[src/rtl/amo_pkg.sv]
package amo_pkg;

    typedef enum logic [2:0] {
        OP_ADD,
        OP_OR,
        OP_AND,
        OP_XOR,
        OP_XCHG,
        OP_CMPX
    } amo_op_e;

    typedef enum logic [1:0] {
        SZ_BYTE  = 2'd0,
        SZ_HALF  = 2'd1,
        SZ_WORD  = 2'd2,
        SZ_DWORD = 2'd3
    } amo_size_e;

    typedef enum logic [2:0] {
        ST_IDLE,
        ST_READ,
        ST_CALC,
        ST_WRITE,
        ST_DONE
    } amo_state_e;

    typedef struct packed {
        amo_op_e op;
        logic    fetch;
        logic    legal;
        logic    wide;
    } amo_dec_t;

endpackage

[src/rtl/amo_decode.sv]
module amo_decode
    import amo_pkg::*;
(
    input  logic [7:0] op_code,
    input  logic [1:0] size_code,
    output amo_dec_t   dec
);

    logic    op_ok;
    amo_op_e op_sel;

    always_comb begin
        op_ok  = 1'b1;
        op_sel = OP_ADD;
        unique case (op_code)
            8'h00, 8'h01: op_sel = OP_ADD;
            8'h40, 8'h41: op_sel = OP_OR;
            8'h50, 8'h51: op_sel = OP_AND;
            8'hA0, 8'hA1: op_sel = OP_XOR;
            8'hE1:        op_sel = OP_XCHG;
            8'hF1:        op_sel = OP_CMPX;
            default:      op_ok  = 1'b0;
        endcase
    end

    always_comb begin
        dec.op    = op_sel;
        dec.fetch = op_code[0];
        dec.wide  = (size_code == SZ_DWORD);
        dec.legal = op_ok && ((size_code == SZ_WORD) || (size_code == SZ_DWORD));
    end

endmodule

[src/rtl/amo_alu.sv]
module amo_alu
    import amo_pkg::*;
#(
    parameter int DATA_W = 64
) (
    input  amo_op_e             op,
    input  logic                wide,
    input  logic [DATA_W-1:0]   rd_raw,
    input  logic [DATA_W-1:0]   src,
    input  logic [DATA_W-1:0]   r0,
    output logic [DATA_W-1:0]   old_ext,
    output logic [DATA_W-1:0]   new_val,
    output logic                do_write,
    output logic [DATA_W/8-1:0] wmask
);

    localparam int HALF_W = DATA_W / 2;
    localparam int NBYTES = DATA_W / 8;
    localparam int HBYTES = NBYTES / 2;

    logic [DATA_W-1:0] src_ext;
    logic [DATA_W-1:0] r0_ext;
    logic [DATA_W-1:0] raw_res;
    logic              match;

    always_comb begin
        old_ext = wide ? rd_raw : {{HALF_W{1'b0}}, rd_raw[HALF_W-1:0]};
        src_ext = wide ? src    : {{HALF_W{1'b0}}, src[HALF_W-1:0]};
        r0_ext  = wide ? r0     : {{HALF_W{1'b0}}, r0[HALF_W-1:0]};
        match   = (old_ext == r0_ext);
    end

    always_comb begin
        raw_res  = src_ext;
        do_write = 1'b1;
        unique case (op)
            OP_ADD:  raw_res = old_ext + src_ext;
            OP_OR:   raw_res = old_ext | src_ext;
            OP_AND:  raw_res = old_ext & src_ext;
            OP_XOR:  raw_res = old_ext ^ src_ext;
            OP_XCHG: raw_res = src_ext;
            OP_CMPX: begin
                raw_res  = src_ext;
                do_write = match;
            end
            default: raw_res = src_ext;
        endcase
        new_val = wide ? raw_res : {{HALF_W{1'b0}}, raw_res[HALF_W-1:0]};
    end

    for (genvar b = 0; b < NBYTES; b++) begin : g_mask
        assign wmask[b] = wide || (b < HBYTES);
    end

endmodule

[src/rtl/amo_unit.sv]
module amo_unit
    import amo_pkg::*;
#(
    parameter int ADDR_W = 10,
    parameter int DATA_W = 64
) (
    input  logic                clk,
    input  logic                rst_n,
    input  logic                req_valid,
    output logic                req_ready,
    input  logic [1:0]          req_size,
    input  logic [ADDR_W-1:0]   req_addr,
    input  logic [DATA_W-1:0]   req_src,
    input  logic [DATA_W-1:0]   req_r0,
    input  logic [7:0]          req_op,
    output logic                mem_lock,
    output logic                mem_re,
    output logic                mem_we,
    output logic [ADDR_W-1:0]   mem_addr,
    output logic [DATA_W-1:0]   mem_wdata,
    output logic [DATA_W/8-1:0] mem_wmask,
    input  logic [DATA_W-1:0]   mem_rdata,
    output logic                done,
    output logic                illegal,
    output logic [DATA_W-1:0]   old_val,
    output logic                wb_src,
    output logic                wb_r0
);

    localparam int NBYTES = DATA_W / 8;

    amo_state_e        state_q, state_d;
    amo_dec_t          dec_in, dec_q;
    logic [ADDR_W-1:0] addr_q;
    logic [DATA_W-1:0] src_q, r0_q, old_q, new_q;
    logic              wr_q;
    logic [DATA_W-1:0] alu_old, alu_new;
    logic              alu_wr;
    logic [NBYTES-1:0] alu_mask;
    logic              accept;

    amo_decode u_dec (
        .op_code   (req_op),
        .size_code (req_size),
        .dec       (dec_in)
    );

    amo_alu #(.DATA_W(DATA_W)) u_alu (
        .op       (dec_q.op),
        .wide     (dec_q.wide),
        .rd_raw   (mem_rdata),
        .src      (src_q),
        .r0       (r0_q),
        .old_ext  (alu_old),
        .new_val  (alu_new),
        .do_write (alu_wr),
        .wmask    (alu_mask)
    );

    assign accept = req_valid && (state_q == ST_IDLE);

    always_comb begin
        state_d = state_q;
        unique case (state_q)
            ST_IDLE:  if (req_valid) state_d = dec_in.legal ? ST_READ : ST_DONE;
            ST_READ:  state_d = ST_CALC;
            ST_CALC:  state_d = ST_WRITE;
            ST_WRITE: state_d = ST_DONE;
            ST_DONE:  state_d = ST_IDLE;
            default:  state_d = ST_IDLE;
        endcase
    end

    always_ff @(posedge clk) begin
        if (!rst_n) state_q <= ST_IDLE;
        else        state_q <= state_d;
    end

    always_ff @(posedge clk) begin
        if (!rst_n) begin
            dec_q  <= '0;
            addr_q <= '0;
            src_q  <= '0;
            r0_q   <= '0;
            old_q  <= '0;
            new_q  <= '0;
            wr_q   <= 1'b0;
        end else if (accept) begin
            dec_q  <= dec_in;
            addr_q <= req_addr;
            src_q  <= req_src;
            r0_q   <= req_r0;
            old_q  <= '0;
            wr_q   <= 1'b0;
        end else if (state_q == ST_CALC) begin
            old_q <= alu_old;
            new_q <= alu_new;
            wr_q  <= alu_wr;
        end
    end

    always_comb begin
        req_ready = (state_q == ST_IDLE);
        mem_lock  = 1'b0;
        mem_re    = 1'b0;
        mem_we    = 1'b0;
        done      = 1'b0;
        illegal   = 1'b0;
        wb_src    = 1'b0;
        wb_r0     = 1'b0;
        mem_addr  = addr_q;
        mem_wdata = new_q;
        mem_wmask = dec_q.wide ? {NBYTES{1'b1}} : alu_mask;
        old_val   = old_q;
        unique case (state_q)
            ST_IDLE:  ;
            ST_READ: begin
                mem_lock = 1'b1;
                mem_re   = 1'b1;
            end
            ST_CALC:  mem_lock = 1'b1;
            ST_WRITE: begin
                mem_lock = 1'b1;
                mem_we   = wr_q;
            end
            ST_DONE: begin
                done    = 1'b1;
                illegal = !dec_q.legal;
                wb_src  = dec_q.legal && dec_q.fetch && (dec_q.op != OP_CMPX);
                wb_r0   = dec_q.legal && (dec_q.op == OP_CMPX);
            end
            default: ;
        endcase
    end

endmodule

[config.mk]
export PLATFORM = sky130hd
export DESIGN_NAME = amo_unit
export DESIGN_NICKNAME = d
export VERILOG_FILES = /design/src/rtl/amo_pkg.sv /design/src/rtl/amo_decode.sv /design/src/rtl/amo_alu.sv /design/src/rtl/amo_unit.sv
export SDC_FILE = /design/constraint.sdc
export NUM_CORES = 1
export LEC_CHECK = 0
export BUFFER_PORTS_ARGS = -buffer_cell sky130_fd_sc_hd__buf_4
export CORE_MARGIN = 3
export CORE_UTILIZATION = 35
export CTS_BUF_LIST = sky130_fd_sc_hd__clkbuf_8
export DETAILED_ROUTE_END_ITERATION = 10
export PLACE_DENSITY = 0.65
export SYNTH_ARGS = -nofsm -noshare
export SYNTH_HDL_FRONTEND = slang
export SYNTH_HIERARCHICAL = 1
export SYNTH_SLANG_ARGS = --single-unit
[constraint.sdc]
create_clock -name clk -period 7.84 [get_ports clk]
set_input_delay 2.352 -clock clk [delete_from_list [all_inputs] [get_ports clk]]
set_output_delay 2.352 -clock clk [all_outputs]
set_load 0.02 [all_outputs]
# After elaboration in Yosys (flattened, before gate mapping)
# Cells that the tools add are included.
# totals
reg_bits,276
inputBits,215
out_inout_bits,154
# op_classes
addsub,1
eq_ne,22
n_mux,19
bitwise_logic,5
reduce_logical,17
# op_table
op,count
$mux W64,4
$pmux W64 S4,1
$add A64 B64 Y64,1
$and A64 B64 Y64,1
$eq A64 B64 Y1,1
$or A64 B64 Y64,1
$xor A64 B64 Y64,1
$eq A8 B7 Y1 const B,4
$eq A8 B8 Y1 const B,4
$pmux W3 S5,1
$eq A3 B2 Y1 const B,4
$pmux W3 S4,1
$reduce_or A10 Y1,1
$mux W1,9
$eq A8 B1 Y1 const B,1
$logic_not A8 Y1,1
$mux W8,1
$reduce_or A2 Y1,4
$eq A3 B1 Y1 const B,2
$eq A3 B3 Y1 const B,2
$logic_not A3 Y1,2
$mux W3,2
$logic_and A1 B1 Y1,5
$eq A2 B2 Y1 const B,2
other kinds (7),8

# Longest topological paths before layout
# depth
depth_word,7
mapped_depth,22

# Modules after synthesis
# Netlist, hierarchy kept.
# by_module_without_submodules
mod,instances,cells_each,area_per_inst_um2
amo_unit,1,1109,9734.3
amo_alu,1,1341,8811.0
amo_decode,1,18,121.4

# Least setup slack after synthesis
# No wires, ideal clock.
# synth_timing
kind,input-to-reg
from,input port mem_rdata[0]
to,register new_q[60] (netlist: mem_wdata[60])
arrival_time_ns,5.091
t_required_ns,7.712
slack_ns,2.621
cell_stages,16
path_buffers,0
cell_sequence,ha_1 > inv_1 > fa_1 > nand2b_1 > a21oi_1 > o21ai_0 > nand2_1 > a31oi_1 > o21ai_2 > a31oi_2 > o31ai_2 > mux2_1 > o21ai_1 > nand2_1 > nand3_1 > o21ai_0
# synth_between
elab_chain_len,4
# synth_rtl
item,line_no,source
start: declaration,amo_unit.sv:22,"input logic [DATA_W-1:0] mem_rdata,"
$mux W64,amo_alu.sv:27,"old_ext = wide ? rd_raw : {{HALF_W{1'b0}}, rd_raw[HALF_W-1:0]};"
$add A64 B64 Y64,amo_alu.sv:37,OP_ADD: raw_res = old_ext + src_ext;
$pmux W64 S4,amo_alu.sv:36,unique case (op)
$mux W64,amo_alu.sv:48,"new_val = wide ? raw_res : {{HALF_W{1'b0}}, raw_res[HALF_W-1:0]};"
via alu_new[60],amo_unit.sv:37,"logic [DATA_W-1:0] alu_old, alu_new;"
end signal: assignment,amo_unit.sv:97,new_q <= alu_new;
end: declaration,amo_unit.sv:35,"logic [DATA_W-1:0] src_q, r0_q, old_q, new_q;"
# The timed path passes the listed nets, and every way through them passes these cells.
# A chain may end at the register's enable or synchronous reset.

# Final worst setup path
# Same ends and word-level chain as after synthesis.

==> impl_metrics.toml <==
[status]
outcome = "finished, final reports clean"

[clocking]
clk_pin_slew_ns = 0.06
cts-root-buf = "clkbuf_8"
cts_sinks = 276
worstSkewPairLatency_ns = 0.63
cts_resized = 0
cts_hold_buf = 0
tritoncts = "done"
post_cts_buffers = 0
cts_buffers = 50
htreeDepth = 2
cts_buffer_depth = 3

[timing]
setup_tns_ns = 0
period_needed_ns = 5.54
period_share_pct = 70.7
relSlewSlack_pct = 12.7
tightest_slew_ns = 1.31
clock.fmax_ghz = 0.181
setup_viol = 0
skew_ns = 0.0356
finalHoldViolations = 0
slew_viol_final = 0
rsz0062_at_grt = "false"
hold_ws_ns = 0.458

[finish]
final_layout_size_suffix_gt1_share_pct = 19.4
final_net_count = 2973
syn2layout_area_growth_pct = 19.5
num-fill-cells = 5407
final_cell_mix = "buf_4 (381), nand2_1 (349), dfxtp_1 (273)"
final_util_pct = 42.3
mostFrequentLayoutCell = "buf_4"

[routing]
viasPerCell = 5.52
wl_um = 67500
wire_per_inst_um = 19.9
firstDrtPassIters = 8
drc = 0
route.antenna.remaining_nets = 0
drt_iter0_markers = 1372
vias = 18700

[floorplanning]
fp.dieArea_um2 = 56100
die_y_um = 237
core_area_um2 = 52700
start_util_pct = 35.5
core.rowCount = 84
io_pins = 369
die_x_um = 237

[synthesis]
syn_area_um2 = 18700
synth_edf_count = 0
yosysUniqueCellTypes = 103
avgSynthCellArea_um2 = 7.56
synth_top_cell_by_area = "dfxtp_1"
syn_inst = 2468
synth_area_leaders = "dfxtp_1 (30%), nand2_1 (7.0%), ha_1 (6.5%)"
ys_seq_elements = 276
ys.flop_type = "dfxtp_1"
async_flop_share_pct = 0
yosysSeqAreaShare_pct = 29.6
ys_warn_count = 6
yosysTopAreaCellShare_pct = 29.6

[global_routing]
grt_pass1_wl_um = 103000
grt_max_degree = 181
antenna_found_initial = 5
grt_pass1_vias = 18000
grt_overflow_total = 0
track_usage_pct = 22.9

[power]
finalPower_mw = 3.66
p_per_area_nw_per_um2 = 164
ir_drop_mv = 0.105
leakage_nw = 9.33

[setup_path]
critical-path-top-delay-family = "compound AO/OA/AOI/OAI gates"
worstPathCellList = "buf_4 -> ha_1 -> inv_1 -> fa_1 -> nand2b_1 -> a21oi_1 -> o21ai_0 -> nand2_1 -> a31oi_1 -> o21ai_2 -> a31oi_2 -> o31ai_2 -> mux2_1 -> o21ai_1 -> nand2_1 -> nand3_1 -> o21ai_0"
cp_data_arrival_time_ns = 6.01
critPathMaxStageDelay_ns = 0.52
path_buf_inv = 2
critPathCaptureType = "flop"
critPathMaxFanout = 5
critical_path_class = "in2reg"
start_kind = "input port"
required_ns = 8.31
slowest_stage = "o31ai_2"

[flow_run]
cap_violations = 0

[hold_path]
hold_class = "reg2reg"

[placed_design]
dp_hpwl_um = 48900
gp_congestion = 0.916
port_buffers = 364
-- worst min-delay path, stage by stage (launching register included) --
cell,delay (ns)
dfxtp_1,0.31
nand2_1,0.05
o21ai_0,0.05
-- kinds of logic (layout without fill, tap and decap cells) --
family / count (synthesis) / in the layout / synth area share, %
AND/OR/NAND/NOR: 823 / 823 / 20.3
flip-flops: 276 / 276 / 29.6
XOR/XNOR: 123 / 123 / 5.77
multiplexers: 61 / 61 / 3.38
buffers and inverters: 363 / 592 / 9.08
adder cells (fa/ha/maj): 100 / 100 / 6.72
other: 1 / 7 / 0.0201
AO/OA/AOI/OAI: 721 / 721 / 25.1
-- cells in the mapped netlist, types with 11 or more instances --
cell type  count
o21ai_1       61
a22o_1        74
o221ai_1      26
and2_1        24
buf_2         40
and3_1        11
nor3_1        14
dfxtp_1      276
a21o_1        20
ha_1          97
clkbuf_1     127
buf_1         18
a21oi_1      136
mux2i_1       54
o21ai_0      231
xor2_1        58
nand2_1      350
buf_4         48
buf_6         12
o21bai_1      13
nor2_1        99
o22ai_1       16
nand4_1       23
a31oi_1       14
nor4_1        11
a211oi_1      24
xnor2_1       65
inv_1        116
nand3_1      235
-- sequential cells by signal, indices dropped and copies added, names as in the netlist --
name,count
old_val,64
mem_wdata,64
state_q,3
r0_q,64
wr_q,1
dec_q,6
src_q,64
mem_addr,10
-- per-layer routing --
metal / GRT usage [%] / share of wire [%]
met1: 32.4 / 46
met2: 35.5 / 44
met3: 4.51 / 7.4
met4: 6.19 / 2.4
met5: 0 / 0.061
-- final timing paths --
check	end	depth (start not counted)	slack (ns)	start
max	mem_wdata[60]	17	2.30	mem_rdata[0]
min	src_q[61]	2	0.46	src_q[61]
max reg2reg	mem_wdata[63]	14	3.51	dec_q[0]
min reg2reg	src_q[61]	2	0.46	src_q[61]
-- final cells by class --
class / instances / area (µm²) / share of cell area (%)
diodes: 3 / 7.51 / 0.0337
clock buffers: 67 / 922 / 4.14
clock inverters: 25 / 165 / 0.741
inverters: 117 / 439 / 1.97
multi-input cells: 1832 / 11500 / 51.5
flip-flops and latches: 276 / 5530 / 24.8
well taps: 688 / 861 / 3.86
repair buffers: 383 / 2900 / 13.0
-- power breakdown --
part	leakage (nW)	switching, mW	internal (mW)
Sequential	2.25	0.0535	1.45
Combinational	6.47	0.398	0.269
Clock	0.609	0.657	0.828
Total	9.33	1.11	2.55
-- metrics by stage --
stage / cell area, µm² / setup WS, ns / cells
2_1_floorplan: 18700 / 2.62 / 2471
3_3_place_gp: 21200 / 1.76 / 3296
3_5_place_dp: 21200 / 1.74 / 3296
4_1_cts: 22300 / 2.42 / 3388
5_1_grt: 22300 / 2.10 / 3390
6_report: 22300 / 2.30 / 3391
Note: power is estimated with default switching activity, not from simulation.
